<file path="config.mk">
export PLATFORM = sky130hd
export DESIGN_NAME = rx_idle_timer
export DESIGN_NICKNAME = d
export VERILOG_FILES = /design/src/rtl/rxto_pkg.sv /design/src/rtl/rxto_gate.sv /design/src/rtl/rxto_counter.sv /design/src/rtl/rxto_fire.sv /design/src/rtl/rx_idle_timer.sv
export SDC_FILE = /design/constraint.sdc
export NUM_CORES = 1
export LEC_CHECK = 0
export ABC_AREA = 1
export BUFFER_PORTS_ARGS = -buffer_cell sky130_fd_sc_hd__buf_2
export CAP_MARGIN = 25
export CORE_UTILIZATION = 59
export CTS_BUF_LIST = sky130_fd_sc_hd__clkbuf_2
export DETAILED_ROUTE_END_ITERATION = 7
export PLACE_DENSITY = 0.82
export SETUP_SLACK_MARGIN = 0.3
export SYNTH_ARGS = -nofsm -noshare
export SYNTH_HDL_FRONTEND = slang
export SYNTH_SLANG_ARGS = --single-unit
</file>
<file path="constraint.sdc">
create_clock -name clk_i -period 5.1 [get_ports clk_i]
set_input_delay 1.02 -clock clk_i [delete_from_list [all_inputs] [get_ports clk_i]]
set_output_delay 1.02 -clock clk_i [all_outputs]
set_load 0.01 [all_outputs]
</file>
<file path="src/rtl/rxto_pkg.sv">
`timescale 1ns/1ps
package rxto_pkg;
  typedef enum logic {
    TO_RUN   = 1'b0,
    TO_SPENT = 1'b1
  } to_phase_e;
endpackage

</file>
<file path="src/rtl/rxto_gate.sv">
`timescale 1ns/1ps
module rxto_gate #(
  parameter int CNT_W = 24
) (
  input  logic             enable_i,
  input  logic             fifo_nonempty_i,
  input  logic             pop_i,
  input  logic             push_i,
  input  logic [CNT_W-1:0] limit_i,
  output logic             restart_o
);
  logic armed;

  always_comb begin
    armed     = enable_i && fifo_nonempty_i && (limit_i != '0);
    restart_o = pop_i || push_i || !armed;
  end
endmodule

</file>
<file path="src/rtl/rxto_counter.sv">
`timescale 1ns/1ps
module rxto_counter #(
  parameter int CNT_W = 24
) (
  input  logic             clk_i,
  input  logic             rst_ni,
  input  logic             restart_i,
  input  logic             advance_i,
  output logic [CNT_W-1:0] count_o
);
  logic [CNT_W-1:0] count_d, count_q;
  logic             count_en;

  always_comb begin
    count_en = restart_i || advance_i;
    count_d  = restart_i ? '0 : count_q + 1'b1;
  end

  always_ff @(posedge clk_i or negedge rst_ni) begin
    if (!rst_ni) begin
      count_q <= '0;
    end else if (count_en) begin
      count_q <= count_d;
    end
  end

  assign count_o = count_q;
endmodule

</file>
<file path="src/rtl/rxto_fire.sv">
`timescale 1ns/1ps
module rxto_fire
  import rxto_pkg::*;
#(
  parameter int CNT_W = 24
) (
  input  logic             clk_i,
  input  logic             rst_ni,
  input  logic             restart_i,
  input  logic             bit_tick_i,
  input  logic [CNT_W-1:0] count_i,
  input  logic [CNT_W-1:0] limit_i,
  output logic             advance_o,
  output logic             event_o
);
  localparam int EXT_W = CNT_W + 1;

  to_phase_e        phase_d, phase_q;
  logic             event_d, event_q;
  logic [EXT_W-1:0] next_cnt;
  logic             hit;

  always_comb begin
    advance_o = bit_tick_i && (phase_q == TO_RUN) && !restart_i;
    next_cnt  = {1'b0, count_i} + 1'b1;
    hit       = advance_o && (next_cnt >= {1'b0, limit_i});
    event_d   = hit;
    if (restart_i) begin
      phase_d = TO_RUN;
    end else if (hit) begin
      phase_d = TO_SPENT;
    end else begin
      phase_d = phase_q;
    end
  end

  always_ff @(posedge clk_i or negedge rst_ni) begin
    if (!rst_ni) begin
      phase_q <= TO_RUN;
      event_q <= 1'b0;
    end else begin
      phase_q <= phase_d;
      event_q <= event_d;
    end
  end

  assign event_o = event_q;
endmodule

</file>
<file path="src/rtl/rx_idle_timer.sv">
`timescale 1ns/1ps
module rx_idle_timer #(
  parameter int CNT_W = 24
) (
  input  logic             clk_i,
  input  logic             rst_ni,
  input  logic             bit_tick_i,
  input  logic             fifo_nonempty_i,
  input  logic             pop_i,
  input  logic             push_i,
  input  logic             enable_i,
  input  logic [CNT_W-1:0] limit_i,
  output logic             timeout_o
);
  logic             restart;
  logic             advance;
  logic [CNT_W-1:0] count;

  rxto_gate #(.CNT_W(CNT_W)) u_gate (
    .enable_i        (enable_i),
    .fifo_nonempty_i (fifo_nonempty_i),
    .pop_i           (pop_i),
    .push_i          (push_i),
    .limit_i         (limit_i),
    .restart_o       (restart)
  );

  rxto_counter #(.CNT_W(CNT_W)) u_counter (
    .clk_i     (clk_i),
    .rst_ni    (rst_ni),
    .restart_i (restart),
    .advance_i (advance),
    .count_o   (count)
  );

  rxto_fire #(.CNT_W(CNT_W)) u_fire (
    .clk_i      (clk_i),
    .rst_ni     (rst_ni),
    .restart_i  (restart),
    .bit_tick_i (bit_tick_i),
    .count_i    (count),
    .limit_i    (limit_i),
    .advance_o  (advance),
    .event_o    (timeout_o)
  );
endmodule

</file>
---- Yosys cells after proc, flatten, opt, wreduce, memory -nomap -nowiden ----
Cells that the tools add are included.
operators by class
  $add $sub $neg .......................... 2
  multipliers ............................. 0
  div/mod/pow operators ................... 0
  $lt $le $gt $ge ......................... 1
  equal/unequal tests ..................... 0
  shifts and indexed selects .............. 0
  muxes and demuxes ....................... 3
  bitwise operators ....................... 1
  reductions and logical operators ........ 12
operators with widths
  cell                                           number
  adder 24 x 1 -> 25 bit, second input constant  1
  greater-or-equal comparator 25 x 24 -> 1 bit   1
  adder 24 x 1 -> 24 bit, second input constant  1
  two-way mux 24 bit                             1
  nonzero test 24 bit                            1
  logical AND 1 bit                              5
  logical OR 1 bit                               3
  zero test 1 bit                                2
  two-way mux 1 bit                              2
  nonzero test 2 bit                             1
  NOT 1 bit                                      1
storage, ports and cells
  register bits after elaboration ......... 26
  latch bits .............................. 0
  RAM bits ................................ 0
  ROM bits ................................ 0
  input port bits ......................... 31
  output and inout port bits .............. 1
  logic and storage cells ................. 22
  memories kept ........................... 0

---- Longest topological paths before layout ----
Gate-level depths: netlist of the first run.
  depth in word-level cells ............... 9
  mapped depth ............................ 19
  gate-level depth less buffers ........... 19

---- Cells and area by module ----
Synthesis of the first run repeated with hierarchy kept, for this count alone.
unflattened totals
  cells, all modules ...................... 463
  area, all modules ....................... 2882.8 µm²
by module, submodules not included
  module        times used  cells an instance  area each (µm²)  sequential area each (µm²)
  rxto_counter  1           218                1451.4           600.6
  rxto_fire     1           220                1332.5           50.0
  rxto_gate     1           25                 98.8             0.0

---- Least setup slack after synthesis of the first run ----
Ideal clock, no wire load.
  kind .................................... register to register
  from .................................... reg u_counter.count_q[0], in the netlist u_counter.count_o[0]
  to ...................................... reg u_fire.phase_q
  setup time .............................. 0.119 ns
  arrival ................................. 2.343 ns
  required time ........................... 4.981 ns
  slack ................................... 2.638 ns
  stages on the path, launching flop included .. 20
  buffers on the path ..................... 0
  period minus slack after synthesis ...... 2.462 ns
  path through ............................ dfrtp_1 > ha_1 > nand2_1 > nor2_2 > nand2_2 > nor2_4 > nand4_1 > xor2_1 > inv_1 > ha_1 > nand2_1 > nor2_1 > nand2_1 > inv_1 > a21boi_0 > nor2_1 > nor2_1 > nand2_1 > nand2_1 > nand2_1
on the way
  word-level cells in the longest chain between the ends .. 4
ends and longest elaborated chain
  what                                          line                RTL
  start, declared                               rxto_counter.sv:11  logic [CNT_W-1:0] count_d, count_q;
  start signal, assigned                        rxto_counter.sv:23  count_q <= count_d;
  adder 24 x 1 -> 25 bit                        rxto_fire.sv:25     next_cnt = {1'b0, count_i} + 1'b1;
  greater-or-equal comparator 25 x 24 -> 1 bit  rxto_fire.sv:26     hit = advance_o && (next_cnt >= {1'b0, limit_i});
  logical AND 1 bit                             rxto_fire.sv:26
  nonzero test 2 bit (no source line)           --
  end signal, assigned                          rxto_fire.sv:42     phase_q <= phase_d;
  end, declared                                 rxto_fire.sv:18     to_phase_e phase_d, phase_q;
Every way passes these cells.
A chain may end at the register's enable or synchronous reset.

---- Final worst setup path of the first run ----
Ends and elaborated chain as after synthesis.

==> run_results.csv, run 1 <==
group,metric,value,unit
status,status,"finished, final reports clean",
logic_synthesis,synthArstFlopShare,100,%
pwr,ir_drop,0.144,mV
detailed_routing,routed_wirelength,5250,µm
placed_design,hpwl,4290,µm
logic_synthesis,synth.area.top_cells,"dfrtp_1 28%, nand2_1 16%, ha_1 13%, inv_1 11%, xor2_1 4.9%",
sta,drv_slew,0,
min_path,hold_end,"u_counter.count_o[7]",
pwr,internal_power,290,µW
placed_design,globalplace.congestion,0.899,
logic_synthesis,synth_top_cell_by_area,"dfrtp_1",
pwr,switching_share,24.2,%
cts,ctsHtreeMaxLevel,1,
placed_design,port_buffers,31,
cells_and_area,syn_to_final_growth,10.8,%
logic_synthesis,syn_inst,340,
floorplan,initial_utilization,62.7,%
global_routing,antenna_found_initial,0,
sta,rsz0062_at_grt,"no",
setup_path,r2r_cells,19,
setup_path,critPathBufInv,1,
floorplan,die_y,64.8,µm
pwr,power.total,383,µW
logic_synthesis,ys_ff_latch,26,
logic_synthesis,ys_types,27,
setup_path,crit_path_end_kind,"register",
setup_path,crit_family,"simple AND/OR/NAND/NOR gates",
logic_synthesis,yosysMostFrequentCell,"nand2_1",
pwr,power_leakage,1.54,nW
setup_path,cp_common_cell,"nand2_1",
job,maxCapViolCount,0,
cts,clk_pin_slew,270,ps
sta,tns,0,ps
sta,min_period_over_period,58.1,%
setup_path,reg2reg_slack,2140,ps
logic_synthesis,synth_area,2330,µm²
cts,post_cts_buffers,0,
cts,holdBufCountCts,0,
sta,max_clock_freq,337,MHz
detailed_routing,num_vias,2132,
pwr,power.share.combinational,10.3,%
setup_path,worstPathArrival,3310,ps
cts,clockRootBuffer,"clkbuf_2",
global_routing,grt_overflow,0,
setup_path,critical_path_class,"reg2reg",
detailed_routing,drt-pass1-iter-count,4,
global_routing,first_global_vias,2057,
logic_synthesis,synth-edff-count,0,
setup_path,cp_cell_sequence,"ha_1 -> nand2_1 -> nor2_2 -> nand2_2 -> nor2_4 -> nand4_1 -> xor2_1 -> inv_1 -> ha_1 -> nand2_1 -> nor2_1 -> nand2_1 -> nor2_1 -> nand3_1 -> nor2_1 -> nor2_1 -> nand2_1 -> nand2_1 -> nand2_1",
setup_path,r2r-end,"u_fire.phase_q",
sta,period_needed,2960,ps
floorplan,die-area,4200,µm²
detailed_routing,drt-initial-drc-count,143,
logic_synthesis,synth_top_area_share,27.9,%
logic_synthesis,avgSynthCellArea,6.85,µm²
pwr,p_per_area,148,nW/µm²
sta,worstMarginPinSlew,607,ps
min_path,min_from,"u_counter.count_o[7]",
setup_path,critPathMaxFanout,5,
cts,cts_made_buffers,3,
setup_path,slowest_delay,490,ps
sta,relSlewSlack,59.4,%
min_path,hold_class,"reg2reg",
setup_path,slowest_stage,"dfrtp_1",
cts,cts.repair.resized,0,
logic_synthesis,yosysSeqAreaShare,27.9,%
pwr,seqPwrFrac,54.1,%
setup_path,crit_required,5450,ps
setup_path,r2r-start,"u_counter.count_o[0]",
setup_path,startpoint_type,"register",
detailed_routing,post_drt_wl_per_cell,12.5,µm
global_routing,grt_pass1_wl,9000,µm
floorplan,rows,22,
cells_and_area,drive_gt1_share,13.4,%
cells_and_area,fin_nets,430,
cts,numClockSinks,26,
sta,finalSetupViolations,0,
sta,final.setup_skew,5.73,ps
floorplan,ios,32,
logic_synthesis,yosysWarnings,0,
global_routing,grt_max_degree,27,
global_routing,grtUsageTotal,28.1,%
detailed_routing,via_per_inst,5.06,
pwr,power.switching,92.6,µW
sta,hold_violations,0,
logic_synthesis,synthTopCellsByCount,"99 x nand2_1, 66 x inv_1, 28 x nor2_1",
pwr,clockPowerShare,35.5,%
floorplan,core,3720,µm²
logic_synthesis,synthFlopType,"dfrtp_1",
cts,cts_buffer_depth,2,
detailed_routing,detail-route-antenna-nets,0,
min_path,holdPathStages,2,
sta,hold_slack,568,ps
logic_synthesis,syn-num-nets,396,
cells_and_area,antenna_cells,0,
cts,cts_tree,"done",
cts,clock_latency,380,ps
detailed_routing,drc,0,
floorplan,die_w,64.8,µm
[sequential cells by signal, indices dropped and copies added (netlist names)]
name	count
u_counter.count_o	24
u_fire.event_o	1
u_fire.phase_q	1
[worst max path at each step]
stage,depth (start not counted),startpoint,to
floorplan,19,u_counter.count_o[0],u_fire.phase_q
global placement,7,limit_i[7],u_fire.phase_q
detailed placement,7,limit_i[7],u_fire.phase_q
CTS,19,u_counter.count_o[0],u_fire.phase_q
global route,19,u_counter.count_o[0],u_fire.phase_q
finish,19,u_counter.count_o[0],u_fire.phase_q
[metal layers]
| layer | wire [µm] | vias up | track usage, % |
|---|---|---|---|
| li1 | - | 1130 | - |
| met1 | 2540 | 936 | 38.1 |
| met2 | 2350 | 53 | 45.3 |
| met3 | 247 | 13 | 4.23 |
| met4 | 112 | 0 | 8.89 |
| met5 | 0 | - | 0 |
[tightest hold or removal path, stage by stage, from the launching register on]
cell	delay, ps
dfrtp_1	440
nand2_1	60
o21ai_0	60
[layout by cell type, fill, tap and decap left out, types with 3 or more instances in the layout]
cell type,count
nand2_1,99
inv_1,66
buf_2,31
nor2_1,28
dfrtp_1,26
ha_1,25
nand3_1,16
o21ai_0,15
xor2_1,13
a21oi_1,8
nand4_1,7
nor3_1,6
xnor2_1,4
o21ai_1,3
clkbuf_2,3
[power groups by stage]
stage          registers, mW  clock network, mW  logic [mW]
2_1_floorplan          0.210                  0      0.0185
3_3_place_gp           0.210                  0      0.0385
3_5_place_dp           0.210                  0      0.0397
4_1_cts                0.207              0.136      0.0400
5_1_grt                0.207              0.144      0.0457
6_report               0.207              0.136      0.0396
[through the flow]
step / area, µm² / util [%] / setup WS, ps / instances
after floorplan: 2330 / - / 2640 / 340
after global placement: 2540 / 68.3 / 2070 / 417
after detailed placement: 2540 / 68.3 / 2040 / 417
after CTS: 2580 / 69.5 / 2130 / 421
after global routing: 2580 / 69.5 / 1820 / 421
final: 2580 / 69.5 / 2140 / 421
[area by class of cell]
type | count | area [µm²]
flip-flops and latches | 26 | 651
well taps | 48 | 60.1
fillers | 337 | 1130
repair buffers | 32 | 163
clock inverters | 1 | 30.0
clock buffers | 3 | 15.0
multi-input cells | 244 | 1410
inverters | 67 | 251
[logic make-up after synthesis]
kind of cell	count (synthesis)	share of synthesized area (%)
flops	26	27.9
xor+xnor	19	7.79
fa+ha+maj	25	13.4
buf+inv	70	11.4
simple gates	170	32.5
compound gates	30	6.87
Power figures use the tool's default switching activity.
==> run 2, diff against run 1 <==
==> constraint.sdc (replaced) <==
create_clock -name clk_i -period 2.8 [get_ports clk_i]
set_input_delay 0.56 -clock clk_i [delete_from_list [all_inputs] [get_ports clk_i]]
set_output_delay 0.56 -clock clk_i [all_outputs]
set_load 0.01 [all_outputs]
==> run 2 against run 1 <==
Final cell count rose by 3.8%; register-to-register slack got worse by 1900 ps; core utilization rose by 6.1 points; via count rose by 10%; wire length rose by 19%; worst setup slack got worse by 1900 ps; combinational power rose by 110%; die area did not move; critical path depth fell by 2; count of clock-buffer cells in the layout did not move; hold slack got worse by 400 ps; critical endpoint unchanged; largest power group unchanged; highest routed layer unchanged.
==> run_results.csv, run 2 (same netlist as run 1, synthesis figures left out) <==
group,metric,value,unit
cts,clock_latency,360,ps
cts,clk_pin_slew,260,ps
setup_path,crit_family,"simple AND/OR/NAND/NOR gates",
pwr,internal_power,439,µW
cells_and_area,drive_gt1_share,21.9,%
cts,numClockSinks,26,
detailed_routing,num_vias,2345,
sta,worstMarginPinSlew,629,ps
detailed_routing,drc,0,
setup_path,r2r-end,"u_fire.phase_q",
pwr,seqPwrFrac,62.4,%
placed_design,place_ws,48.7,ps
cells_and_area,final_common_cell,"nand2_1",
sta,min_period_over_period,92.5,%
setup_path,reg2reg_slack,210,ps
sta,period_needed,2590,ps
cells_and_area,fin_nets,447,
pwr,p_per_area,215,nW/µm²
setup_path,cp_common_cell,"nand2_1",
pwr,power.total,604,µW
cells_and_area,syn_to_final_growth,20.5,%
cells_and_area,largest_reg_flops,24,
status,status,"finished, final reports clean",
pwr,clockPowerShare,24.0,%
setup_path,startpoint_type,"register",
detailed_routing,drt-pass1-iter-count,4,
sta,rsz0062_at_grt,"yes",
setup_path,slowest_delay,430,ps
floorplan,die-area,4200,µm²
global_routing,grtUsageTotal,31.4,%
floorplan,die_y,64.8,µm
sta,hold_violations,0,
detailed_routing,via_per_inst,5.37,
placed_design,port_buffers,31,
floorplan,core,3720,µm²
setup_path,crit_path_end_kind,"register",
cts,cts_made_buffers,3,
cts,holdBufCountCts,0,
setup_path,r2r-start,"u_counter.count_o[0]",
min_path,hold_class,"in2async",
floorplan,ios,32,
cells_and_area,utilization,75.6,%
detailed_routing,routed_wirelength,6220,µm
detailed_routing,post_drt_wl_per_cell,14.2,µm
sta,final.setup_skew,12.8,ps
global_routing,antenna_found_initial,0,
sta,timing.final.ws_setup,210,ps
sta,drv_slew,0,
cts,clockRootBuffer,"clkbuf_2",
global_routing,grt_pass1_wl,10100,µm
setup_path,slowest_stage,"dfrtp_1",
sta,max_clock_freq,386,MHz
cts,ctsHtreeMaxLevel,1,
floorplan,rows,22,
pwr,power.share.combinational,13.6,%
sta,hold_slack,170,ps
cells_and_area,antenna_cells,0,
sta,tns,0,ps
cells_and_area,mostFrequentLayoutCells,"94 x nand2_1, 66 x inv_1, 31 x buf_2",
setup_path,r2r_cells,17,
setup_path,crit_required,3090,ps
cts,cts_tree,"done",
setup_path,critical_path_class,"reg2reg",
setup_path,critPathMaxFanout,4,
job,maxCapViolCount,0,
setup_path,worstPathArrival,2880,ps
global_routing,first_global_vias,2229,
placed_design,hpwl,4460,µm
setup_path,critPathBufInv,2,
setup_path,cp_cell_sequence,"ha_2 -> nand2_4 -> nor2_4 -> nand2_2 -> nor2_4 -> buf_4 -> xnor2_1 -> inv_1 -> ha_1 -> a21oi_1 -> o21ai_0 -> a21oi_1 -> nor2_1 -> nor2_1 -> nand2_1 -> nand2_1 -> nand2_1",
sta,relSlewSlack,58.0,%
floorplan,die_w,64.8,µm
floorplan,initial_utilization,62.7,%
global_routing,grt_overflow,0,
global_routing,grt_max_degree,27,
pwr,ir_drop,0.106,mV
sta,finalSetupViolations,0,
pwr,power_leakage,1.65,nW
detailed_routing,detail-route-antenna-nets,0,
placed_design,globalplace.congestion,0.874,
pwr,power.switching,166,µW
pwr,switching_share,27.4,%
cts,cts_buffer_depth,2,
detailed_routing,drt-initial-drc-count,268,
[run 2: cell count changes in the layout (fill, tap and decap cells not counted), sizes merged]
cell	previous run	this run
buf	32	49
bufinv	1	0
[run 2: what timing repair did]
item	4_1_cts	5_1_grt
gates resized for setup	13	15
endpoints found under the setup margin	2	2
cloned	0	0
pin swaps	10	15
buffers inserted	13	3
[run 2: worst max path at each step]
stage	startpoint	endpoint	slack, ps	cells past startpoint
detailed placement	u_counter.count_o[0]	u_fire.phase_q	50	19
global placement	u_counter.count_o[0]	u_fire.phase_q	180	18
CTS	u_counter.count_o[1]	u_fire.phase_q	300	19
floorplan	u_counter.count_o[0]	u_fire.phase_q	340	19
global route	u_counter.count_o[0]	u_fire.phase_q	10	17
finish	u_counter.count_o[0]	u_fire.phase_q	210	17
[run 2: power by group through the flow]
stage / Clock, mW / Combinational [mW] / Sequential [mW]
global route: 0.162 / 0.0927 / 0.377
global placement: 0 / 0.0705 / 0.383
floorplan: 0 / 0.0337 / 0.383
finish: 0.145 / 0.0824 / 0.377
CTS: 0.150 / 0.0779 / 0.377
detailed placement: 0 / 0.0745 / 0.383
[run 2: layout make-up]
type	count	area [µm²]
multi-input cells	244	1530
fillers	292	908
flip-flops and latches	26	653
repair buffers	49	294
inverters	67	251
well taps	48	60.1
clock buffers	3	15.0
[run 2: layer usage]
layer	GRT usage, %	wire [µm]	vias to the layer above
met1	40.8	2570	1100
li1	-	-	1151
met3	2.82	345	16
met5	0	0	-
met4	9.72	129	0
met2	54.6	3180	78
[run 2: per-stage QoR]
| step | instances | area (µm²) |
|---|---|---|
| final | 437 | 2810 |
| after CTS | 434 | 2720 |
| after global placement | 418 | 2540 |
| after floorplan | 340 | 2330 |
| after global routing | 437 | 2810 |
| after detailed placement | 418 | 2540 |
==> run 3, diff against run 2 <==
--- a/config.mk
+++ b/config.mk
@@ -8,10 +8,11 @@
 export ABC_AREA = 1
 export BUFFER_PORTS_ARGS = -buffer_cell sky130_fd_sc_hd__buf_2
 export CAP_MARGIN = 25
-export CORE_UTILIZATION = 59
+export CORE_UTILIZATION = 60
 export CTS_BUF_LIST = sky130_fd_sc_hd__clkbuf_2
 export DETAILED_ROUTE_END_ITERATION = 7
-export PLACE_DENSITY = 0.82
+export PLACE_DENSITY = 0.83
+export REMOVE_ABC_BUFFERS = 1
 export SETUP_SLACK_MARGIN = 0.3
 export SYNTH_ARGS = -nofsm -noshare
 export SYNTH_HDL_FRONTEND = slang
==> run 3 against run 2 <==
Sequential cell count unchanged; worst setup slack better by 31 ps; sequential power hardly changed; clock skew down 4.4 ps; non-clock buffer count unchanged; highest routed layer unchanged; clock power about the same; hold slack lost 13 ps; largest power group unchanged; final area hardly changed; core utilization grew 0.60 points; first-iteration DRC count down 33%; largest cell class unchanged.
==> run_results.csv, run 3 (same netlist as run 1, synthesis figures left out) <==
group,metric,value,unit
setup_path,worstPathArrival,2870,ps
setup_path,r2r-start,"u_counter.count_o[0]",
global_routing,antenna_found_initial,0,
cts,holdBufCountCts,0,
pwr,ir_drop,0.197,mV
global_routing,grt_pass1_wl,9880,µm
sta,min_period_over_period,91.4,%
placed_design,place_ws,31.6,ps
cells_and_area,mostFrequentLayoutCells,"92 x nand2_1, 65 x inv_1, 31 x buf_2",
sta,relSlewSlack,60.0,%
cells_and_area,num-fill-cells,288,
cts,cts_made_buffers,3,
setup_path,critical_path_class,"reg2reg",
sta,drv_slew,0,
sta,hold_slack,157,ps
floorplan,rows,22,
min_path,hold_class,"in2async",
setup_path,startpoint_type,"register",
cells_and_area,utilization,76.2,%
placed_design,hpwl,4260,µm
placed_design,place_area,2540,µm²
detailed_routing,routed_wirelength,5970,µm
detailed_routing,drc,0,
status,status,"finished, final reports clean",
sta,timing.final.ws_setup,241,ps
sta,finalSetupViolations,0,
cts,numClockSinks,26,
setup_path,crit_family,"simple AND/OR/NAND/NOR gates",
floorplan,die_y,64.3,µm
sta,period_needed,2560,ps
setup_path,r2r_cells,19,
cells_and_area,syn_to_final_growth,20.6,%
floorplan,core,3690,µm²
cells_and_area,largest_reg_flops,24,
detailed_routing,drt-initial-drc-count,179,
global_routing,grt_overflow,0,
pwr,p_per_area,214,nW/µm²
setup_path,critPathMaxFanout,3,
setup_path,r2r-end,"u_fire.phase_q",
setup_path,critPathBufInv,3,
floorplan,ios,32,
floorplan,die_w,64.3,µm
sta,hold_violations,0,
detailed_routing,drt-pass1-iter-count,4,
placed_design,globalplace.congestion,0.903,
cts,clk_pin_slew,260,ps
floorplan,die-area,4140,µm²
detailed_routing,num_vias,2289,
setup_path,slowest_stage,"dfrtp_1",
sta,max_clock_freq,391,MHz
detailed_routing,via_per_inst,5.24,
global_routing,grt_max_degree,27,
sta,rsz0062_at_grt,"yes",
placed_design,port_buffers,31,
global_routing,grtUsageTotal,31.2,%
cts,cts_buffer_depth,2,
cells_and_area,final_common_cell,"nand2_1",
setup_path,cp_cell_sequence,"ha_2 -> nand2_4 -> nor2_4 -> buf_4 -> buf_4 -> nand3_1 -> xor2_1 -> inv_1 -> ha_1 -> nand2_1 -> nor2_1 -> nand2_2 -> nor2_2 -> nand3_1 -> nor2_1 -> nor2_1 -> nand2_1 -> nand2_2 -> nand2_1",
cells_and_area,drive_gt1_share,23.4,%
cts,clockRootBuffer,"clkbuf_2",
setup_path,slowest_delay,470,ps
sta,final.setup_skew,8.44,ps
sta,tns,0,ps
job,maxCapViolCount,0,
setup_path,reg2reg_slack,240,ps
detailed_routing,detail-route-antenna-nets,0,
cells_and_area,fin_area,2810,µm²
cells_and_area,area.sequential,654,µm²
sta,worstMarginPinSlew,600,ps
cts,cts_tree,"done",
setup_path,crit_path_end_kind,"register",
pwr,power_leakage,1.65,nW
cts,clock_latency,350,ps
cells_and_area,antenna_cells,0,
floorplan,initial_utilization,63.2,%
setup_path,crit_required,3110,ps
cells_and_area,multiInputGateArea,1530,µm²
cells_and_area,fin_nets,447,
global_routing,first_global_vias,2272,
cts,ctsHtreeMaxLevel,1,
detailed_routing,post_drt_wl_per_cell,13.7,µm
run 3: cell type report:
cell class              count  area share [%]
flip-flops and latches     26            23.3
clock buffers               3           0.535
inverters                  67            8.95
well taps                  48            2.14
multi-input cells         244            54.5
repair buffers             49            10.6
run 3: worst max path at each step:
stage	from	endpoint	slack [ps]	cells past startpoint
floorplan	u_counter.count_o[0]	u_fire.phase_q	340	19
global placement	u_counter.count_o[0]	u_fire.phase_q	120	18
detailed placement	u_counter.count_o[0]	u_fire.phase_q	30	18
CTS	u_counter.count_o[0]	u_fire.phase_q	260	19
global route	u_counter.count_o[0]	u_fire.phase_q	50	19
finish	u_counter.count_o[0]	u_fire.phase_q	240	19
run 3: per-layer routing:
layer  track usage, %  wire length (µm)  vias up
met1             39.9              2500     1031
met5                0                 0        -
li1                 -                 -     1162
met4             11.1               159        0
met3             3.39               331       14
met2             53.8              2970       82
run 3: through the flow:
step	std cells	power (mW)
global placement	418	0.454
global route	437	0.625
detailed placement	418	0.456
finish	437	0.600
floorplan	337	0.416
CTS	433	0.595
run 3: timing repair:
| action | CTS | global route |
|---|---|---|
| resized for setup | 16 | 19 |
| endpoints found under the setup margin | 2 | 2 |
| buffers inserted | 12 | 4 |
| hold endpoints to repair | 0 | 0 |
| gates cloned | 0 | 0 |
| pin swaps | 10 | 8 |
run 3: worst register-to-register path, stage by stage, from the launching register on:
cell	delay, ps
dfrtp_1	470
ha_2	220
nand2_4	90
nor2_4	40
buf_4	130
buf_4	130
nand3_1	110
xor2_1	200
inv_1	70
ha_1	310
nand2_1	50
nor2_1	160
nand2_2	80
nor2_2	80
nand3_1	70
nor2_1	90
nor2_1	40
nand2_1	60
nand2_2	50
nand2_1	60
run 3: power by group:
part | total (mW) | internal, mW | switching [mW]
clock | 0.145 | 0.0291 | 0.116
sequential | 0.377 | 0.377 | 0.000259
combinational | 0.0786 | 0.0312 | 0.0474
total | 0.600 | 0.437 | 0.163
